===== src/rtl/ext_trig_stamp.sv =====
module ext_trig_stamp #(
  parameter int N_PINS = 12,
  parameter int ADDR_W = 5,
  parameter int FUNC_BASE = 16,
  parameter logic [15:0] ROUTE_CODE = 16'h8041
) (
  input  logic              clk,
  input  logic              rst_n,
  input  logic [N_PINS-1:0] pins,
  input  logic [31:0]       tod_sec,
  input  logic [31:0]       tod_ns,
  input  logic              wr_en,
  input  logic [ADDR_W-1:0] wr_addr,
  input  logic [15:0]       wr_data,
  input  logic [ADDR_W-1:0] rd_addr,
  output logic [15:0]       rd_data
);
  localparam logic [ADDR_W-1:0] A_CFG   = ADDR_W'(0);
  localparam logic [ADDR_W-1:0] A_NS_LO = ADDR_W'(1);
  localparam logic [ADDR_W-1:0] A_NS_HI = ADDR_W'(2);
  localparam logic [ADDR_W-1:0] A_S_LO  = ADDR_W'(3);
  localparam logic [ADDR_W-1:0] A_S_HI  = ADDR_W'(4);
  localparam logic [ADDR_W-1:0] A_CTRL  = ADDR_W'(5);

  logic [15:0]       func [N_PINS];
  logic [N_PINS-1:0] routed;
  logic              edge_fall, trig, s1, s2, prev, hit, ack, valid;
  logic [31:0]       cap_ns, cap_sec;

  for (genvar i = 0; i < N_PINS; i++) begin : g_pin
    always_ff @(posedge clk)
      if (!rst_n) func[i] <= '0;
      else if (wr_en && wr_addr == ADDR_W'(FUNC_BASE + i)) func[i] <= wr_data;
    assign routed[i] = (func[i] == ROUTE_CODE);
  end

  always_comb begin
    trig = 1'b0;
    for (int i = N_PINS - 1; i >= 0; i--)
      if (routed[i]) trig = pins[i];
  end

  always_ff @(posedge clk)
    if (!rst_n) {s1, s2, prev} <= '0;
    else {s1, s2, prev} <= {trig, s1, s2};

  assign hit = edge_fall ? (prev & ~s2) : (s2 & ~prev);
  assign ack = wr_en && wr_addr == A_CTRL && wr_data[0];

  always_ff @(posedge clk)
    if (!rst_n) begin
      edge_fall <= 1'b0;
      valid     <= 1'b0;
      cap_ns    <= '0;
      cap_sec   <= '0;
    end else begin
      if (wr_en && wr_addr == A_CFG) edge_fall <= wr_data[0];
      if (hit && (!valid || ack)) begin
        valid   <= 1'b1;
        cap_ns  <= tod_ns;
        cap_sec <= tod_sec;
      end else if (ack) begin
        valid <= 1'b0;
      end
    end

  always_comb begin
    rd_data = '0;
    case (rd_addr)
      A_CFG:   rd_data = {15'd0, edge_fall};
      A_NS_LO: rd_data = cap_ns[15:0];
      A_NS_HI: rd_data = cap_ns[31:16];
      A_S_LO:  rd_data = cap_sec[15:0];
      A_S_HI:  rd_data = cap_sec[31:16];
      A_CTRL:  rd_data = {15'd0, valid};
      default:
        for (int i = 0; i < N_PINS; i++)
          if (rd_addr == ADDR_W'(FUNC_BASE + i)) rd_data = func[i];
    endcase
  end
endmodule


===== config.mk =====
export PLATFORM = sky130hd
export DESIGN_NAME = ext_trig_stamp
export DESIGN_NICKNAME = d
export VERILOG_FILES = /design/src/rtl/ext_trig_stamp.sv
export SDC_FILE = /design/constraint.sdc
export NUM_CORES = 1
export LEC_CHECK = 0
export BUFFER_PORTS_ARGS = -buffer_cell sky130_fd_sc_hd__buf_2
export CAP_MARGIN = 25
export CORE_UTILIZATION = 54
export CTS_CLUSTER_DIAMETER = 60
export DETAILED_ROUTE_END_ITERATION = 8
export PLACE_DENSITY = 0.77
export SLEW_MARGIN = 20
export SYNTH_ARGS = -nofsm -noshare
export SYNTH_HDL_FRONTEND = slang
export SYNTH_SLANG_ARGS = --single-unit

===== constraint.sdc =====
create_clock -name clk -period 2.4 [get_ports clk]
set_clock_uncertainty 0.2 [all_clocks]
set_input_delay 0.12 -clock clk [delete_from_list [all_inputs] [get_ports clk]]
set_output_delay 0.12 -clock clk [all_outputs]
set_load 0.1 [all_outputs]

# After elaboration in Yosys (flattened, before gate mapping)
# Memory sizes are Yosys's and may differ from the RTL's.
# Index checks and enable logic that the tools add are counted.
# classes
bitwise	16
muxes	77
eq_ne	42
reduce_logical	21
# ops
op	count
two-way mux 16 bit	24
equality test 16 bit (second input constant)	12
equality test 5 bit (second input constant)	24
case mux 16 bit (6 select lines)	1
two-way mux 1 bit	52
logical AND 1 bit	16
equality test 5 x 3 -> 1 bit (second input constant)	3
bitwise OR 1 bit	12
equality test 5 x 2 -> 1 bit (second input constant)	2
zero test 5 bit	2
equality test 5 x 1 -> 1 bit (second input constant)	1
bitwise AND 1 bit	2
inverter 1 bit	2
nonzero test 2 bit	1
zero test 1 bit	1
logical OR 1 bit	1
# word_totals
output_inout_bits	16
memories	1
ramBits	192
elab_cells	164
ff_bits	69
# memory_table
memory	words	width	read_ports	rd_ports_with_merged_regs	wr	line_no	rtl
func	12	16	12	0	12	25	logic [15:0] func [N_PINS];

# Logic depth before layout (Yosys ltp)
# Gate-level depths: netlist (run 1).
# depth
ltp_word	14
depth_mapped	9
depth_no_buf	6

# Worst setup path before layout (run 1)
# No wires, ideal clock.
# synth_timing
kind	input-to-output
from	in rd_addr[1]
to	out rd_data[14]
path_stages	9
arrival_time_ps	3330
slack_ps	-1250
path_cell_list	buf_2 -> nand2b_1 -> clkbuf_1 -> nor2_1 -> buf_2 -> a222oi_1 -> a21oi_1 -> nor3_1 -> o21ai_0
# synth_via
elab_chain_cells	14
word_cells_on_any_way	31
# synth_lines
element	line_no	rtl
start, declared	15	input logic [ADDR_W-1:0] rd_addr,
equality test 5 bit	78	if (rd_addr == ADDR_W'(FUNC_BASE + i)) rd_data = func[i];
two-way mux 16 bit (12 in series)	78	
case mux 16 bit (6 select lines) (*)	69	case (rd_addr)
end, declared	16	output logic [15:0] rd_data
# Every way passes the cells marked *; elsewhere a longest branch is shown, timed or not.

==> results of run 1 <==
==> final cells by class <==
class                           count  area [um2]  share of cell area, %
Sequential cell                   261        7150                   43.6
Multi-Input combinational cell    778        5240                   31.9
Timing Repair Buffer              328        2750                   16.7
Clock buffer                       38         800                   4.87
Tap cell                          285         357                   2.17
Clock inverter                     14         104                  0.633
Inverter                            4        15.0                 0.0915
==> synthesized netlist by cell type, drive strengths merged (2+ instances only) <==
cell     count  area share [%]
or2          2            0.10
nor4        24             1.3
and4b        5            0.40
o311ai       2            0.14
nor2        52             1.6
nand3        8            0.36
mux4        18             3.3
a22oi       29             1.8
or4         15            0.94
dfxtp       69              11
o21ai       45             1.8
buf         15            0.71
nand2      163             4.9
a31oi        4            0.20
nor3b        3            0.18
a21oi       29             1.2
a211oi       2            0.12
nand2b       6            0.30
o2bb2ai      2            0.14
inv          4            0.12
o22ai        7            0.35
nand4       15            0.76
and2       196             9.9
nor2b        8            0.42
or3b         2            0.14
mux2i       13             1.1
a222oi      10            0.81
o211ai       9            0.55
edfxtp     192              47
nand3b       4            0.24
clkbuf      60             1.8
a21boi      65             3.9
and3b        2            0.14
nor3         7            0.32
mux2         4            0.36
and3         3            0.15
nand4b       7            0.49
a221oi       9            0.64
==> worst max-delay path by stage <==
stage	from	end	slack, ns	cells past startpoint
detailed placement	func[2][61]	s1	-0.26	6
global route	func[0][61]	rd_data[13]	-0.49	6
CTS	func[0][61]	rd_data[13]	-0.46	6
global placement	func[2][42]	s1	-0.34	6
floorplan	rd_addr[0]	rd_data[4]	-0.27	6
finish	func[0][61]	rd_data[13]	-0.46	6
==> flip-flops by register name (all words and copies together) (netlist names) <==
signal	cells
s2	1
cap_ns	32
cap_sec	32
func	192
prev	1
s1	1
valid	1
edge_fall	1
==> metal layers <==
layer | global-route usage (%) | vias to the layer above | wire length (um)
met2 | 56.9 | 732 | 19500
met1 | 45.3 | 5109 | 15500
met4 | 14.6 | 0 | 1730
met5 | 0 | - | 0
met3 | 5.44 | 144 | 4380
li1 | - | 4653 | -
==> through the flow <==
stage | instance area, um2 | TNS, ns | instances | power (mW) | hold WS (ns)
after floorplan | 12500 | -0.822 | 1118 | 5.77 | 0.0649
after global placement | 14200 | -0.841 | 1547 | 6.30 | 0.171
after detailed placement | 14200 | -0.773 | 1547 | 6.31 | 0.178
after CTS | 16200 | -3.27 | 1700 | 10.6 | 0.0712
after global routing | 16400 | -4.35 | 1708 | 10.9 | 0.0824
final | 16400 | -3.44 | 1708 | 10.6 | 0.0554
==> cells by family after synthesis <==
| family | after synthesis | share of synthesized area [%] |
|---|---|---|
| muxes | 35 | 4.68 |
| and+or+nand+nor | 525 | 22.9 |
| buffers and inverters | 79 | 2.65 |
| DFF | 261 | 57.7 |
| AOI/OAI and AO/OA | 218 | 12.1 |
==> worst reg2reg max path: stages (launching register included) <==
cell	delay (ns)
edfxtp_1	0.40
buf_4	0.16
nor4_1	0.47
nand4_1	0.23
nor3b_1	0.23
o311ai_0	0.47
o211ai_1	0.20
a21oi_2	0.18
==> power breakdown <==
group	switching [mW]	leakage, nW	internal (mW)
sequential	0.139	2.39	5.03
combinational	0.732	3.18	0.539
clock	1.77	0.439	2.44
==> layout by cell type, fill, tap and decap left out, types with 30 or more instances in the layout <==
cell type and n:
a21boi_0 65, and2_1 196, buf_2 104, buf_4 106, clkbuf_16 30, dfxtp_1 69, dlygate4sd3_1 93, edfxtp_1 192
nand2_1 155, nor2_1 52
==> repair_timing <==
action / CTS / global route
buffers inserted: 9 / 7
endpoints found under the hold margin: 263 / 0
pin swaps: 29 / 12
resized for setup: 36 / 26
hold buffers: 93 / 0
endpoints found under the setup margin: 17 / 20
==> metrics.yaml, run 1 <==
cts_sinks: 261
synth_cell_types: 56
critPathBufInv: 1
synthToLayoutAreaGrowth_pct: 32.4
grt_pass1_vias: 10500
start_kind: "flop"
nets: 1506
min_to: "s1"
syn_avg_cell_area_um2: 11.1
synth_warnings: 0
hold_path_class: "primary input to flop"
initial_core_util_pct: 54.9
hpwl_um: 27800
violations: "setup timing"
grt_usage_pct: 34.4
htreeDepth: 1
synthArstFlopShare_pct: 0
syn_nets: 1223
clock_path_buffers: 3
crit_path_top_delay_cell: "mux4_2"
drt-total-wl_um: 41000
powerDensity_nw_per_um2: 649
slew_viol_final: 0
rows: 55
final-setup-viol-count: 14
place_ws_ns: -0.262
port-buffer-count: 120
vdd_drop_max_mv: 0.461
rr_endpoint: "s1"
first_pass_iters: 8
crit_path_end_kind: "output port"
cts_tree: "done"
critPathArrivalTime_ns: 2.54
die_height_um: 153
clk_latency_ns: 0.55
maxCapViolCount: 0
cp_slowest_stage_delay_ns: 0.52
hold_violations: 0
slew_headroom_pct: 53.6
clk_pin_slew_ns: 0.06
min_path_cells: 5
hp-start: "pins[8]"
numCtsBuffers: 28
critical_path_class: "flop to output port"
r2r-start: "func[0][40]"
coreArea_um2: 22600
r2r_slack_ns: -0.21
synth_ff_type: "edfxtp_1"
place_congestion: 0.981
setup_slack_ns: -0.455
timing.fmax_ghz: 0.350
nFillCells: 1453
viasPerCell: 6.23
status: "finished with violations"
antenna_cells: 0
avgRoutedWirePerCell_um: 24.0
period_share_pct: 119
ios: 121
yosysSeqAreaShare_pct: 57.7
rsz0062_at_grt: "yes"
ys_ff_latch: 261
grt_pass1_wl_um: 60900
fin_util_pct: 72.7
r2r_cells: 7
critPathTopFamily: "multiplexers"
dieArea_um2: 23600
ant_nets: 0
vias: 10600
overflow: 0
critPathRequiredTime_ns: 2.08
drcViolationCount: 0
dr.first_iter.drc_count: 1404
syn_inst: 1118
leakagePower_nw: 6.01
grt_max_degree: 65
drive_gt1_share_pct: 25.7
die_x_um: 153
crit_path_max_fanout: 2
syn_area_um2: 12400
period_needed_ns: 2.86
cts-root-buf: "clkbuf_16"
synth_edf_count: 192
worst_slew_pin_slew_ns: 0.690
path_cells: "mux4_2, a221o_1, o21ai_2, a21oi_2, or3b_4, buf_12"
grt_antenna_before_repair: 0
(Power assumes the default switching activity.)
==> run 2: changes to the inputs <==
Settings changed: HOLD_SLACK_MARGIN set to 0.08.
==> run 2 against run 1 <==
Against the previous run:
- total power fell by 0.15%
- count of clock-buffer cells in the layout is the same
- critical endpoint unchanged
- largest power group unchanged
- flip-flop and latch count unchanged
- non-clock buffer count rose by 8
- highest routed layer unchanged
- critical path type unchanged
- sequential power about the same
- the run still ends with setup timing left
- routed wire length rose by 0.58%
- via count up 0.68%
- first-iteration DRC count rose by 10%
- combinational power hardly changed
- sequential share of layout area is 0.27 points lower
==> metrics.yaml, run 2 (synthesis results as in run 1) <==
rsz0062_at_grt: "yes"
dr.first_iter.drc_count: 1548
antenna_cells: 0
worst_hold_slack_ns: 0.101
start_kind: "flop"
avgRoutedWirePerCell_um: 24.1
critical_path_class: "flop to output port"
grt_max_degree: 65
critPathBufInv: 1
setup_slack_ns: -0.441
largest_register: "func"
vias: 10700
clk_latency_ns: 0.54
overflow: 0
status: "finished with violations"
clock_path_buffers: 3
port-buffer-count: 120
cts_sinks: 261
crit_path_end_kind: "output port"
setup_tns_ns: -3.58
powerDensity_nw_per_um2: 644
period_share_pct: 118
place_ws_ns: -0.262
grt_antenna_before_repair: 0
grt_usage_pct: 34.7
mostFrequentLayoutCells: "and2_1 (196), edfxtp_1 (192), nand2_1 (155)"
reg_top3: "func x192, cap_ns x32, cap_sec x32"
clk_pin_slew_ns: 0.06
ant_nets: 0
leakagePower_nw: 6.06
hold_path_class: "primary input to flop"
cts-root-buf: "clkbuf_16"
drive_gt1_share_pct: 25.8
cts_tree: "done"
slew_headroom_pct: 53.2
grt_pass1_vias: 10600
hold_violations: 0
path_cells: "mux4_2, a221o_1, o21ai_2, a21oi_2, or3b_4, buf_12"
vdd_drop_max_mv: 0.462
critPathArrivalTime_ns: 2.52
critPathTopFamily: "multiplexers"
die_height_um: 153
period_needed_ns: 2.84
dp_cells: 1547
crit_path_max_fanout: 2
place_congestion: 0.981
drt-total-wl_um: 41300
dieArea_um2: 23600
final-setup-viol-count: 15
grt_pass1_wl_um: 61300
coreArea_um2: 22600
final_common_cell: "and2_1"
synthToLayoutAreaGrowth_pct: 33.2
timing.fmax_ghz: 0.352
rows: 55
violations: "setup timing"
viasPerCell: 6.24
htreeDepth: 1
slew_viol_final: 0
worst_slew_pin_slew_ns: 0.696
die_x_um: 153
drcViolationCount: 0
largest_reg_flops: 192
final_cells: 1716
nets: 1514
ios: 121
hpwl_um: 27800
first_pass_iters: 7
initial_core_util_pct: 54.9
critPathRequiredTime_ns: 2.08
maxCapViolCount: 0
cp_slowest_stage_delay_ns: 0.52
crit_path_top_delay_cell: "mux4_2"
numCtsBuffers: 28
## run 2: cell types whose count changed in the layout (fill, tap and decap cells not counted), sizes merged
cell	change
dlygate4sd3	+6
buf	+1
clkbuf	+1
## run 2: cell type report
class	instances	area (um2)
Fill cell	1440	6060
Sequential cell	261	7150
Inverter	4	15.0
Tap cell	285	357
Clock inverter	14	104
Timing Repair Buffer	336	2850
Clock buffer	38	800
Multi-Input combinational cell	778	5240
## run 2: per-stage QoR
stage | utilization (%) | power (mW) | instance area (um2)
6_report | 73.2 | 10.6 | 16500
4_1_cts | 72.1 | 10.6 | 16300
2_1_floorplan | - | 5.77 | 12500
3_3_place_gp | 62.8 | 6.30 | 14200
5_1_grt | 73.2 | 10.9 | 16500
3_5_place_dp | 62.8 | 6.31 | 14200
## run 2: timing repair
action / in CTS / in global routing
endpoints found under the setup margin: 17 / 23
hold buffers: 99 / 0
buffers inserted: 9 / 8
pin swaps: 29 / 15
endpoints found under the hold margin: 313 / 0
resized for setup: 36 / 27
cloned: 0 / 1
## run 2: worst reg2reg max path, delay by kind of cell, from the launching register on
family	cells	cell delay, ns
simple gates	2	0.97
compound gates	4	0.95
flops	1	0.41
## run 2: power by group
group / switching, mW / internal, mW
logic: 0.734 / 0.541
clock network: 1.75 / 2.44
registers: 0.141 / 5.03
total: 2.62 / 8.01
## run 2: layer usage
layer	global-route usage [%]	vias up	part of all wire, %
li1	-	4671	-
met4	15.0	0	4.5
met5	0	-	0
met2	57.2	777	47
met3	5.73	140	11
met1	45.3	5122	37
## run 2: worst paths after layout
kind	cells after the start	startpoint	endpoint	slack (ns)
worst max-delay path	6	func[0][61]	rd_data[13]	-0.44
worst min register to register	2	cap_sec[6]	cap_sec[6]	0.26
worst max register to register	6	func[2][36]	s1	-0.23
worst min-delay path	5	wr_addr[4]	valid	0.10
==> run 3: changes to the inputs <==
==> constraint.sdc (replaced) <==
create_clock -name clk -period 2.4 [get_ports clk]
set_clock_uncertainty 0.2 [all_clocks]
set_input_delay 0.36 -clock clk [delete_from_list [all_inputs] [get_ports clk]]
set_output_delay 0.36 -clock clk [all_outputs]
set_load 0.1 [all_outputs]
==> run 3 against run 2 <==
Against the previous run:
- the flow still finishes with violations (setup timing)
- critical path depth did not move
- die area unchanged
- routed wire length is 5.3% higher
- worst setup slack got worse by 0.31 ns
- design area is 4.1% higher
- combinational power is 12% higher
- sequential power about the same
- cell count increased by 4.8%
- flip-flop and latch count unchanged
- critical endpoint unchanged
- largest power group unchanged
==> metrics.yaml, run 3 (synthesis results as in run 1) <==
status: "finished with violations"
violations: "setup timing"
clk_pin_slew_ns: 0.06
setup_tns_ns: -8.02
dieArea_um2: 23600
combPwrFrac_pct: 13.3
worst_slew_pin_slew_ns: 0.995
powerDensity_nw_per_um2: 628
rsz0062_at_grt: "yes"
drcViolationCount: 0
final-setup-viol-count: 17
synthToLayoutAreaGrowth_pct: 38.7
dr.first_iter.drc_count: 1615
p_seq_share_pct: 47.8
r2r_slack_ns: -0.24
ant_nets: 0
largest_register: "func"
drt-total-wl_um: 43500
grt_max_degree: 69
vdd_drop_max_mv: 0.389
crit_path_max_fanout: 2
numCtsBuffers: 28
setup_slack_ns: -0.756
nets: 1595
rr_endpoint: "s1"
vias: 11300
place_congestion: 0.963
reg_top3: "func x192, cap_ns x32, cap_sec x32"
ios: 121
port-buffer-count: 120
maxCapViolCount: 0
critPathLaunch: "func[0][45]"
hold_violations: 0
timing.fmax_ghz: 0.317
die_height_um: 153
first_pass_iters: 7
initial_core_util_pct: 54.9
leakagePower_nw: 6.47
swShare_pct: 25.1
drive_gt1_share_pct: 32.9
start_kind: "flop"
grt_usage_pct: 36.2
coreArea_um2: 22600
clkPwrFrac_pct: 38.9
p_int_mw: 8.08
cts_tree: "done"
crit_path_end_kind: "output port"
die_x_um: 153
overflow: 0
clk_latency_ns: 0.54
rows: 55
viasPerCell: 6.27
dp_cells: 1643
avgRoutedWirePerCell_um: 24.2
grt_pass1_vias: 10900
cts-root-buf: "clkbuf_16"
hold_path_class: "primary input to flop"
slew_headroom_pct: 33.4
slew_viol_final: 0
total_power_mw: 10.8
critPathArrivalTime_ns: 2.60
clock_path_buffers: 3
final_cells: 1798
hpwl_um: 28900
grt_antenna_before_repair: 1
crit_end: "rd_data[13]"
worst_hold_slack_ns: 0.116
grt_pass1_wl_um: 63800
critPathRequiredTime_ns: 1.84
period_share_pct: 131
critical_path_class: "flop to output port"
mostFrequentLayoutCells: "buf_4 (218), and2_1 (196), edfxtp_1 (192)"
r2r_cells: 7
r2r-start: "func[2][20]"
largest_reg_flops: 192
htreeDepth: 1
power.switching_mw: 2.71
cts_sinks: 261
final_common_cell: "buf_4"
period_needed_ns: 3.16
[run 3: layer usage]
layer	wire [um]	GRT usage [%]	up-vias
met4	2430	17.9	0
met5	0	0	-
met3	4790	6.41	195
met1	16100	47.1	5415
met2	20200	58.7	839
li1	-	-	4830
[run 3: critical path: stages, from the launching register on]
cell and delay (ns):
edfxtp_1 0.47, mux4_2 0.50, a221o_1 0.30, o21ai_1 0.11
a21oi_2 0.09, or3b_4 0.41, buf_12 0.18
[run 3: cell type report]
class	count	area, um2
Antenna cell	1	2.50
Clock buffer	30	729
Clock inverter	22	170
Fill cell	1351	5390
Inverter	4	15.0
Multi-Input combinational cell	778	5380
Sequential cell	261	7150
Tap cell	285	357
Timing Repair Buffer	417	3380
[run 3: worst min path at each step]
stage,to,from,cells after the start
after floorplan,s2,s1,1
final,edge_fall,wr_addr[0],5
after global placement,s2,s1,1
after CTS,s1,pins[4],4
after detailed placement,s2,s1,1
after global routing,s1,rst_n,3
[run 3: power groups by stage]
stage	combinational (mW)	sequential [mW]	clock [mW]
global placement	1.19	5.23	0
global route	1.48	5.17	4.40
finish	1.43	5.16	4.19
detailed placement	1.20	5.24	0
CTS	1.33	5.15	4.21
floorplan	0.608	5.18	0
[run 3: through the flow]
step	setup WS (ns)	instance area (um2)	util, %
after floorplan	-0.736	12600	-
after global placement	-0.413	15000	66.3
after detailed placement	-0.443	15000	66.3
after CTS	-0.746	16800	74.5
after global routing	-0.803	17200	76.1
final	-0.756	17200	76.1
[run 3: repair_timing]
action                                 CTS  global route
setup buffers                           15            18
endpoints found under the hold margin   65             1
pin swaps                               35            33
gates resized for setup                 47            36
cloned                                   0             3
setup endpoints to repair               17            17
hold buffers                            65             1
